==> src/rtl/uart_regbank_pkg.sv <==
package uart_regbank_pkg;

   localparam logic [2:0] OFS_DATA  = 3'd0;
   localparam logic [2:0] OFS_IEN   = 3'd1;
   localparam logic [2:0] OFS_IDENT = 3'd2;
   localparam logic [2:0] OFS_LINE  = 3'd3;
   localparam logic [2:0] OFS_MODEM = 3'd4;
   localparam logic [2:0] OFS_LSTAT = 3'd5;
   localparam logic [2:0] OFS_MSTAT = 3'd6;
   localparam logic [2:0] OFS_SCR   = 3'd7;

   // enable bit positions inside the interrupt enable register
   localparam int IEN_RX    = 0;
   localparam int IEN_TX    = 1;
   localparam int IEN_LINE  = 2;
   localparam int IEN_MODEM = 3;

   typedef enum logic [3:0] {
      ID_MODEM   = 4'h0,
      ID_NONE    = 4'h1,
      ID_TXEMPTY = 4'h2,
      ID_RXDATA  = 4'h4,
      ID_LINE    = 4'h6,
      ID_TIMEOUT = 4'hC
   } irq_id_e;

endpackage

==> src/rtl/uart_regbank_decode.sv <==
module uart_regbank_decode #(
   parameter int ADDR_W = 3
) (
   input  logic [ADDR_W-1:0]      addr,
   input  logic                   wr_en,
   input  logic                   rd_en,
   output logic [(1<<ADDR_W)-1:0] wr_hit,
   output logic [(1<<ADDR_W)-1:0] rd_hit
);
   localparam int SLOTS = 1 << ADDR_W;

   for (genvar s = 0; s < SLOTS; s++) begin : g_slot
      assign wr_hit[s] = wr_en && (addr == ADDR_W'(s));
      assign rd_hit[s] = rd_en && (addr == ADDR_W'(s));
   end
endmodule

==> src/rtl/uart_regbank_flags.sv <==
module uart_regbank_flags #(
   parameter int N = 4
) (
   input  logic         clk,
   input  logic         rst_n,
   input  logic [N-1:0] set_in,
   input  logic         clr,
   output logic [N-1:0] flag_q
);
   // sticky flags: a new event wins over a clear in the same cycle
   for (genvar b = 0; b < N; b++) begin : g_bit
      always_ff @(posedge clk or negedge rst_n) begin
         if (!rst_n) flag_q[b] <= 1'b0;
         else        flag_q[b] <= set_in[b] | (flag_q[b] & ~clr);
      end
   end
endmodule

==> src/rtl/uart_regbank_modem.sv <==
module uart_regbank_modem #(
   parameter int LINES = 4
) (
   input  logic             clk,
   input  logic             rst_n,
   input  logic [LINES-1:0] lines_in,
   input  logic             clr,
   output logic [LINES-1:0] level_q,
   output logic [LINES-1:0] delta_q
);
   logic [LINES-1:0] change;

   always_ff @(posedge clk or negedge rst_n) begin
      if (!rst_n) level_q <= '0;
      else        level_q <= lines_in;
   end

   for (genvar l = 0; l < LINES; l++) begin : g_line
      assign change[l] = level_q[l] ^ lines_in[l];
   end

   uart_regbank_flags #(.N(LINES)) u_delta (
      .clk    (clk),
      .rst_n  (rst_n),
      .set_in (change),
      .clr    (clr),
      .flag_q (delta_q)
   );
endmodule

==> src/rtl/uart_regbank_irq.sv <==
module uart_regbank_irq
   import uart_regbank_pkg::*;
#(
   parameter int IEN_W  = 4,
   parameter int DATA_W = 8
) (
   input  logic              clk,
   input  logic              rst_n,
   input  logic [IEN_W-1:0]  ien,
   input  logic              line_act,
   input  logic              rx_ready,
   input  logic              rx_timeout,
   input  logic              modem_act,
   input  logic              thr_empty,
   input  logic              ien_tx_rise,
   input  logic              tx_wr,
   input  logic              ident_rd,
   input  logic              fifo_on,
   output logic [DATA_W-1:0] ident,
   output logic              pending,
   output logic              thre_pend
);
   irq_id_e code;
   logic    thr_prev_q;
   logic    arm, drop;

   always_comb begin
      code = ID_NONE;
      if      (ien[IEN_LINE]  && line_act)   code = ID_LINE;
      else if (ien[IEN_RX]    && rx_ready)   code = ID_RXDATA;
      else if (ien[IEN_RX]    && rx_timeout) code = ID_TIMEOUT;
      else if (ien[IEN_TX]    && thre_pend)  code = ID_TXEMPTY;
      else if (ien[IEN_MODEM] && modem_act)  code = ID_MODEM;
   end

   assign pending = (code != ID_NONE);
   assign ident   = {fifo_on, fifo_on, {(DATA_W-6){1'b0}}, code};

   assign arm  = (thr_empty & ~thr_prev_q) | (ien_tx_rise & thr_empty);
   assign drop = (ident_rd && code == ID_TXEMPTY) | tx_wr | ~thr_empty;

   always_ff @(posedge clk or negedge rst_n) begin
      if (!rst_n) begin
         thr_prev_q <= 1'b1;
         thre_pend  <= 1'b0;
      end else begin
         thr_prev_q <= thr_empty;
         if (arm)       thre_pend <= 1'b1;
         else if (drop) thre_pend <= 1'b0;
      end
   end
endmodule

==> src/rtl/uart_regbank.sv <==
module uart_regbank
   import uart_regbank_pkg::*;
#(
   parameter int DATA_W       = 8,
   parameter int ERR_N        = 4,
   parameter int MODEM_N      = 4,
   parameter int IEN_W        = 4,
   parameter bit FIFO_PRESENT = 1'b1
) (
   input  logic                clk,
   input  logic                rst_n,
   input  logic [2:0]          addr,
   input  logic                wr_en,
   input  logic                rd_en,
   input  logic [DATA_W-1:0]   wdata,
   output logic [DATA_W-1:0]   rdata,
   input  logic [DATA_W-1:0]   rx_byte,
   input  logic                rx_ready,
   input  logic                rx_timeout,
   input  logic [ERR_N-1:0]    line_err,
   input  logic                thr_empty,
   input  logic                tx_idle,
   input  logic [MODEM_N-1:0]  modem_in,
   output logic                tx_wr,
   output logic [DATA_W-1:0]   tx_data,
   output logic                rx_rd,
   output logic                fifo_en,
   output logic                rx_fifo_clr,
   output logic                tx_fifo_clr,
   output logic [1:0]          rx_trig,
   output logic [2*DATA_W-1:0] divisor,
   output logic [1:0]          word_len,
   output logic                stop_bits,
   output logic                par_en,
   output logic                par_even,
   output logic                par_stick,
   output logic                brk,
   output logic                dtr,
   output logic                rts,
   output logic                out1,
   output logic                out2,
   output logic                irq
);
   localparam int ADDR_W = 3;
   localparam int SLOTS  = 1 << ADDR_W;
   localparam int MCR_W  = 4;
   localparam int DLAB   = DATA_W - 1;

   if (DATA_W != 8) begin : g_bad_data_w
      $error("uart_regbank: DATA_W must be 8");
   end
   if (ERR_N + 4 != DATA_W) begin : g_bad_err_n
      $error("uart_regbank: ERR_N must leave room for 4 line status bits");
   end
   if (2 * MODEM_N != DATA_W) begin : g_bad_modem_n
      $error("uart_regbank: MODEM_N must fill half a byte");
   end
   if (IEN_W != 4) begin : g_bad_ien_w
      $error("uart_regbank: IEN_W must be 4");
   end

   logic [SLOTS-1:0]   wr_hit, rd_hit;
   logic [DATA_W-1:0]  lcr_q, scr_q, dll_q, dlm_q;
   logic [IEN_W-1:0]   ier_q;
   logic [MCR_W-1:0]   mcr_q;
   logic [ERR_N-1:0]   err_q;
   logic [MODEM_N-1:0] msr_lvl, msr_dlt;
   logic [DATA_W-1:0]  ident;
   logic               dlab, wr_ier, ien_tx_rise, pending, thre_pend;

   uart_regbank_decode #(.ADDR_W(ADDR_W)) u_dec (
      .addr   (addr),
      .wr_en  (wr_en),
      .rd_en  (rd_en),
      .wr_hit (wr_hit),
      .rd_hit (rd_hit)
   );

   assign dlab        = lcr_q[DLAB];
   assign tx_wr       = wr_hit[OFS_DATA] & ~dlab;
   assign tx_data     = wdata;
   assign rx_rd       = rd_hit[OFS_DATA] & ~dlab;
   assign wr_ier      = wr_hit[OFS_IEN] & ~dlab;
   assign ien_tx_rise = wr_ier & wdata[IEN_TX] & ~ier_q[IEN_TX];

   always_ff @(posedge clk or negedge rst_n) begin
      if (!rst_n) begin
         lcr_q <= '0;
         ier_q <= '0;
         mcr_q <= '0;
         scr_q <= '0;
         dll_q <= '0;
         dlm_q <= '0;
      end else begin
         if (wr_hit[OFS_LINE])          lcr_q <= wdata;
         if (wr_ier)                    ier_q <= wdata[IEN_W-1:0];
         if (wr_hit[OFS_MODEM])         mcr_q <= wdata[MCR_W-1:0];
         if (wr_hit[OFS_SCR])           scr_q <= wdata;
         if (wr_hit[OFS_DATA] && dlab)  dll_q <= wdata;
         if (wr_hit[OFS_IEN]  && dlab)  dlm_q <= wdata;
      end
   end

   if (FIFO_PRESENT) begin : g_fifo
      logic       fifo_q;
      logic [1:0] trig_q;
      always_ff @(posedge clk or negedge rst_n) begin
         if (!rst_n) begin
            fifo_q <= 1'b0;
            trig_q <= '0;
         end else if (wr_hit[OFS_IDENT]) begin
            fifo_q <= wdata[0];
            trig_q <= wdata[DATA_W-1:DATA_W-2];
         end
      end
      assign fifo_en     = fifo_q;
      assign rx_trig     = trig_q;
      assign rx_fifo_clr = wr_hit[OFS_IDENT] & wdata[1];
      assign tx_fifo_clr = wr_hit[OFS_IDENT] & wdata[2];
   end else begin : g_no_fifo
      assign fifo_en     = 1'b0;
      assign rx_trig     = '0;
      assign rx_fifo_clr = 1'b0;
      assign tx_fifo_clr = 1'b0;
   end

   uart_regbank_flags #(.N(ERR_N)) u_line (
      .clk    (clk),
      .rst_n  (rst_n),
      .set_in (line_err),
      .clr    (rd_hit[OFS_LSTAT]),
      .flag_q (err_q)
   );

   uart_regbank_modem #(.LINES(MODEM_N)) u_modem (
      .clk      (clk),
      .rst_n    (rst_n),
      .lines_in (modem_in),
      .clr      (rd_hit[OFS_MSTAT]),
      .level_q  (msr_lvl),
      .delta_q  (msr_dlt)
   );

   uart_regbank_irq #(.IEN_W(IEN_W), .DATA_W(DATA_W)) u_irq (
      .clk         (clk),
      .rst_n       (rst_n),
      .ien         (ier_q),
      .line_act    (|err_q),
      .rx_ready    (rx_ready),
      .rx_timeout  (rx_timeout),
      .modem_act   (|msr_dlt),
      .thr_empty   (thr_empty),
      .ien_tx_rise (ien_tx_rise),
      .tx_wr       (tx_wr),
      .ident_rd    (rd_hit[OFS_IDENT]),
      .fifo_on     (fifo_en),
      .ident       (ident),
      .pending     (pending),
      .thre_pend   (thre_pend)
   );

   always_comb begin
      case (addr)
         OFS_DATA:  rdata = dlab ? dll_q : rx_byte;
         OFS_IEN:   rdata = dlab ? dlm_q : {{(DATA_W-IEN_W){1'b0}}, ier_q};
         OFS_IDENT: rdata = ident;
         OFS_LINE:  rdata = lcr_q;
         OFS_MODEM: rdata = {{(DATA_W-MCR_W){1'b0}}, mcr_q};
         OFS_LSTAT: rdata = {1'b0, tx_idle, thr_empty, err_q, rx_ready};
         OFS_MSTAT: rdata = {msr_lvl, msr_dlt};
         default:   rdata = scr_q;
      endcase
   end

   assign divisor   = {dlm_q, dll_q};
   assign word_len  = lcr_q[1:0];
   assign stop_bits = lcr_q[2];
   assign par_en    = lcr_q[3];
   assign par_even  = lcr_q[4];
   assign par_stick = lcr_q[5];
   assign brk       = lcr_q[6];
   assign dtr       = mcr_q[0];
   assign rts       = mcr_q[1];
   assign out1      = mcr_q[2];
   assign out2      = mcr_q[3];
   assign irq       = out2 & pending;
endmodule

==> config.mk <==
export PLATFORM = sky130hd
export DESIGN_NAME = uart_regbank
export DESIGN_NICKNAME = d
export VERILOG_FILES = /design/src/rtl/uart_regbank_pkg.sv /design/src/rtl/uart_regbank_decode.sv /design/src/rtl/uart_regbank_flags.sv /design/src/rtl/uart_regbank_modem.sv /design/src/rtl/uart_regbank_irq.sv /design/src/rtl/uart_regbank.sv
export SDC_FILE = /design/constraint.sdc
export NUM_CORES = 1
export LEC_CHECK = 0
export ABC_CLOCK_PERIOD_IN_PS = 2500
export BUFFER_PORTS_ARGS = -buffer_cell sky130_fd_sc_hd__buf_2
export CAP_MARGIN = 30
export CORE_UTILIZATION = 53
export CTS_BUF_LIST = sky130_fd_sc_hd__clkbuf_2 sky130_fd_sc_hd__clkbuf_4 sky130_fd_sc_hd__clkbuf_8
export CTS_CLUSTER_DIAMETER = 80
export DETAILED_ROUTE_END_ITERATION = 16
export GPL_TIMING_DRIVEN = 0
export HOLD_SLACK_MARGIN = 0.05
export PLACE_DENSITY = 0.81
export REMOVE_ABC_BUFFERS = 1
export SLEW_MARGIN = 20
export SYNTH_ARGS = -nofsm -noshare
export SYNTH_HDL_FRONTEND = slang
export SYNTH_SLANG_ARGS = --single-unit
==> constraint.sdc <==
create_clock -name clk -period 2.5 [get_ports clk]
set_input_delay 0.5 -clock clk [delete_from_list [all_inputs] [get_ports clk]]
set_output_delay 0.5 -clock clk [all_outputs]
set_load 0.03 [all_outputs]
After elaboration in Yosys (flattened, before gate mapping):

Index checks and enable logic that the tools add are counted.

* equality and inequality tests: 9
* multiplexer cells: 10
* bitwise gates (word level): 39
* reduce and logical (&&, ||, !) cells: 22

Operator list (number)
* $pmux 8 s7: 1
* $and 1x1->1: 18
* $logic_and 1x1->1: 18
* $mux 4: 4
* $mux 8: 2
* $eq 3x3->1 const B: 4
* $or 1x1->1: 11
* $reduce_or 4->1: 2
* $eq 3x2->1 const B: 2
* $not 1->1: 6
* $eq 4x2->1 const B: 1
* $ne 4x1->1 const B: 1
* $xor 1x1->1: 4
* $eq 3x1->1 const B: 1
* $logic_not 3->1: 1
* $mux 1: 3
* $reduce_bool 2->1: 1

* flip-flop bits (word level): 57
* input port bits: 35
* logic and storage cells: 99

Logic depth before layout (Yosys ltp):

* word-level depth: 13
* gate-level depth with buffers: 6

Hierarchy:

A second synthesis with hierarchy kept.

* cells, all modules: 276
* area total of the unflattened synthesis: 3205.6 sq um

Modules (own cells, without submodules)
* uart_regbank: times used 1, cells an instance 209, area each 2394.8 sq um, sequential area each 1076.0 sq um
* uart_regbank_flags: times used 2, cells an instance 9, area each 133.9 sq um, sequential area each 100.1 sq um
* uart_regbank_decode: times used 1, cells an instance 19, area each 235.2 sq um, sequential area each 0.0 sq um
* uart_regbank_irq: times used 1, cells an instance 22, area each 172.7 sq um, sequential area each 51.3 sq um
* uart_regbank_modem: times used 1, cells an instance 8, area each 135.1 sq um, sequential area each 100.1 sq um

Worst setup path before layout:

No wires, ideal clock.

* path type: input-to-output
* start: input port addr[0]
* end: output port rdata[7]
* data arrival time: 1.864 ns
* slack: 0.136 ns
* stages on the path: 4
* path buffers: 2
* cells stage by stage: clkbuf_1 buf_1 mux2i_1 o21ai_0

* cells in the longest elaborated chain, start to end: 2
* elaborated cells between the ends (all ways): 8
* classes of those cells: 6 x eq/ne; 1 x mux; 1 x reduce/logical

RTL lines
* from (decl): line uart_regbank.sv:12 `input logic [2:0] addr,`
* $eq 3x3->1, or another cell as far along
* $pmux 8 s7 (*): line uart_regbank.sv:163 `case (addr)`
* to (decl): line uart_regbank.sv:16 `output logic [DATA_W-1:0] rdata,`

Every way passes the cells marked *; elsewhere a longest branch is shown, timed or not.

Worst setup path after layout:

* start: register u_line.flag_q[2]
* end: output port rdata[2]

* cells in the longest elaborated chain, start to end: 4

RTL lines
* from (decl): line uart_regbank_flags.sv:8 `output logic [N-1:0] flag_q`
* from (signal, indexed assignment): line uart_regbank_flags.sv:14 `else flag_q[b] <= set_in[b] | (flag_q[b] & ~clr);`
* $reduce_or 4->1: line uart_regbank.sv:148 `.line_act (|err_q),`
* $logic_and 1x1->1: line uart_regbank_irq.sv:29 `if (ien[IEN_LINE] && line_act) code = ID_LINE;`
* $mux 4: line uart_regbank_irq.sv:29
* $pmux 8 s7: line uart_regbank.sv:163

No other way between the ends.

==> results by group <==
Run status
  – Outcome: complete, but fails checks
  – Failing checks: setup timing

Finish
  – Layout net count: around 370
  – Multi-input logic area: 1400 um2
  – Design Area, Final: between 3000 and 4000 um2
  – FF+latch area: ~1400 um2
  – Fill cells: 375
  – Layout cells sized above 1: slightly above 50%
  – Layout Area Growth over Synthesis: 25.8%
  – Number of diodes: 0

Routing
  – DR WL met3: 718 um
  – Starting DRC count in detailed routing: 182
  – Via count: ~2,500
  – Final ANT Viol Nets: 0
  – Met2 routed WL: 3.54 mm
  – Post-Route WL: roughly 7.7 mm
  – Highest Signal Layer: met4
  – M1 wire length: 3.16 mm
  – Routed len/inst: about 18 um
  – Vias per inst: about 6.0
  – Drt drc: 0
  – DRT Pass-1 Iters: 5

Timing
  – Skew final: 0.00797 ns
  – Setup TNS: -0.226 ns
  – Final hold violation count: 0
  – Setup-failing EPs final: 2
  – Minimum clock period: 2.71 ns
  – Slew HR: a little over half
  – RSZ-0062 raised after global routing: yes
  – Slew Viols, Final: 0
  – Slew @ Worst Pin: ~0.7 ns
  – Fmax: about 370 MHz
  – Setup ws final: -0.214 ns
  – Final period util: 109%

Floorplan
  – Initial Utilization: between 50% and 60%
  – Core box area: roughly 5200 um2
  – Die width: between 70 and 80 um
  – DIE HEIGHT: 76.4 um
  – Ports: between 80 and 90
  – Die area: roughly 5800 um2
  – Site Rows: 26

Synth
  – Top cell type's share of synthesized area: 47.7%
  – Synth top area cells: dfrtp_1, mux2_2, mux2i_1
  – Count leader, synth: dfrtp_1
  – Xor/xnor cell area share of the yosys netlist: approximately 1.2%
  – Post-synthesis cell count: approximately 250
  – Post-synthesis sequential element count: 57
  – Library cells used by synthesis: between 40 and 50
  – Largest area contributor in the netlist: dfrtp_1
  – Post-synth EDFFs: 0
  – Sequential fraction of the synthesis area: approximately 50%
  – Mapped cell area: around 2900 um2
  – Largest family of logic cells by synthesized area: multiplexers
  – Mean Syn Cell Area: 11.6 um2
  – Post-synth top flop: dfrtp_1
  – Asr flop ratio synth: 100%
  – Compound-Gate Fraction of Synth Area: 11.2%
  – Top cells by count, synth: dfrtp_1, mux2_2, nand2_1, mux2i_1
  – Synth Area in Simple Gates: approximately a tenth
  – Yosys warns: 0
  – Adder-Cell Fraction of Synth Area: 0%
  – Multiplexer share of the synthesized area: between 20% and 30%

Placed design
  – Routability congestion estimate: 0.846
  – Placed cell area: 3330 um2
  – HPWL Detailed: 4.91 mm
  – PortBufs: 85

CTS
  – Clk buf depth: 2
  – Root Driver: clkbuf_8
  – Clk slew on worst S/H paths: 0.07 ns
  – Max H-tree Level: 3
  – Skew-Pair Late Insertion Delay: 0.34 ns
  – # clock sinks: 57
  – CTS tree: yes
  – CTS buffer count: 9

Power and ir drop
  – PD cells: 913 nW/um2
  – Switching share of power: approximately 37%
  – Flop pwr share: between 30% and 40%
  – Power after layout: 3.37 mW
  – Pint: 2.14 mW
  – NetSw: 1.24 mW
  – Worst IR Drop VDD: 0.741 mV
  – Logic pwr share: 35.2%
  – Pleak: between 1.5 and 2 nW
  – Clock share of power: 26.6%

Global route
  – Largest net degree at the start of global routing: 58
  – Overall global routing resource usage: 27.7%
  – First-pass GRT wire length: roughly 12 mm
  – Antenna violations before repair: 0
  – Remaining global-route overflow: 0
  – Vias in the first global route: between 2,000 and 2,500

Min path
  – Worst Hold Class: in2async

Worst setup path
  – Reg2Reg Launch Point: u_line.flag_q[2]
  – Crit. End Element: output port
  – Crit-path max FO: 2
  – Arrival @ worst endpoint: 2.21 ns
  – R2R cell count: 5
  – Crit Reg-Reg Endpoint: u_irq.thre_pend
  – Crit Path Class: reg2out
  – Crit path required time: around 2 ns
  – Worst setup SP type: flop
  – Flop2flop setup slack: 0.64 ns

Flow run
  – Number of maximum-capacitance violations: 0
## state kept, by name, summed over array words and instances, names as in the netlist
signal,count
dlm_q,8
lcr_q,8
dll_q,8
u_modem.level_q,4
scr_q,8
fifo_en,1
u_modem.u_delta.flag_q,4
u_line.flag_q,4
u_irq.thre_pend,1
rx_trig,2
ier_q,4
mcr_q,4
u_irq.thr_prev_q,1
## through the flow
step	hold WS [ns]	util (%)	cells	setup slack (ns)
6_report	0.216	71.0	414	-0.214
5_1_grt	0.260	71.0	414	-0.292
4_1_cts	0.232	69.6	411	-0.213
3_5_place_dp	0.490	63.9	387	-0.384
3_3_place_gp	0.485	63.9	387	-0.394
2_1_floorplan	0.204	-	232	0.0562
## worst max-delay path by stage
stage | start | end
after global routing | u_line.flag_q[2] | rdata[2]
after detailed placement | addr[1] | rdata[3]
final | u_line.flag_q[2] | rdata[2]
after global placement | addr[1] | rdata[3]
after CTS | u_line.flag_q[2] | rdata[2]
after floorplan | lcr_q[7] | rdata[2]
## final cells by class
type / count / share of cell area [%]
flip-flops and latches: 57 / 38.7
multi-input cells: 169 / 38.0
repair buffers: 96 / 14.6
clock buffers: 12 / 4.30
well taps: 70 / 2.37
clock inverters: 4 / 1.39
inverters: 6 / 0.610
## cells in the final DEF (no fill, tap or decap), types with 7 or more instances in the layout
cell type  synthesis  final
nand2_1           20     19
nor2_1             8      7
mux2i_1           13     13
o21ai_0           10      9
dfrtp_1           56     55
clkbuf_8           0     11
buf_2              4     80
mux2_2            47     47
nand3_1           10     10
buf_4             10     12
## routing by layer
metal	GRT usage, %	vias to the layer above
met4	11.9	0
met5	0	-
li1	-	1103
met2	41.4	151
met3	10.4	26
met1	36.0	1217
## worst max-delay path, stage by stage (launching register included)
cell,delay (ns)
dfrtp_1,0.39
o41a_1,0.46
nand2b_4,0.16
mux2_4,0.25
mux4_2,0.47
buf_6,0.15
## cells by family (layout without fill, tap and decap cells)
kind of cell,Yosys count,count (layout)
and+or+nand+nor,58,58
DFF,57,57
AOI/OAI and AO/OA,45,45
buffers and inverters,28,118
muxes,62,62
xor gates and xnor gates,4,4
## power by group through the flow
stage	Sequential (mW)	Clock, mW	Combinational (mW)
after detailed placement	1.32	0	1.07
after floorplan	1.56	0	0.457
after CTS	1.28	0.911	1.15
after global routing	1.32	0.956	1.26
after global placement	1.31	0	1.05
final	1.29	0.896	1.19
## repair_timing
action | in CTS | in global routing
endpoints found under the setup margin | 11 | 7
setup buffers | 8 | 3
pin swaps | 1 | 1
hold buffers | 0 | 0
resized for setup | 9 | 12
No activity file was read; power rests on OpenSTA's default activity.
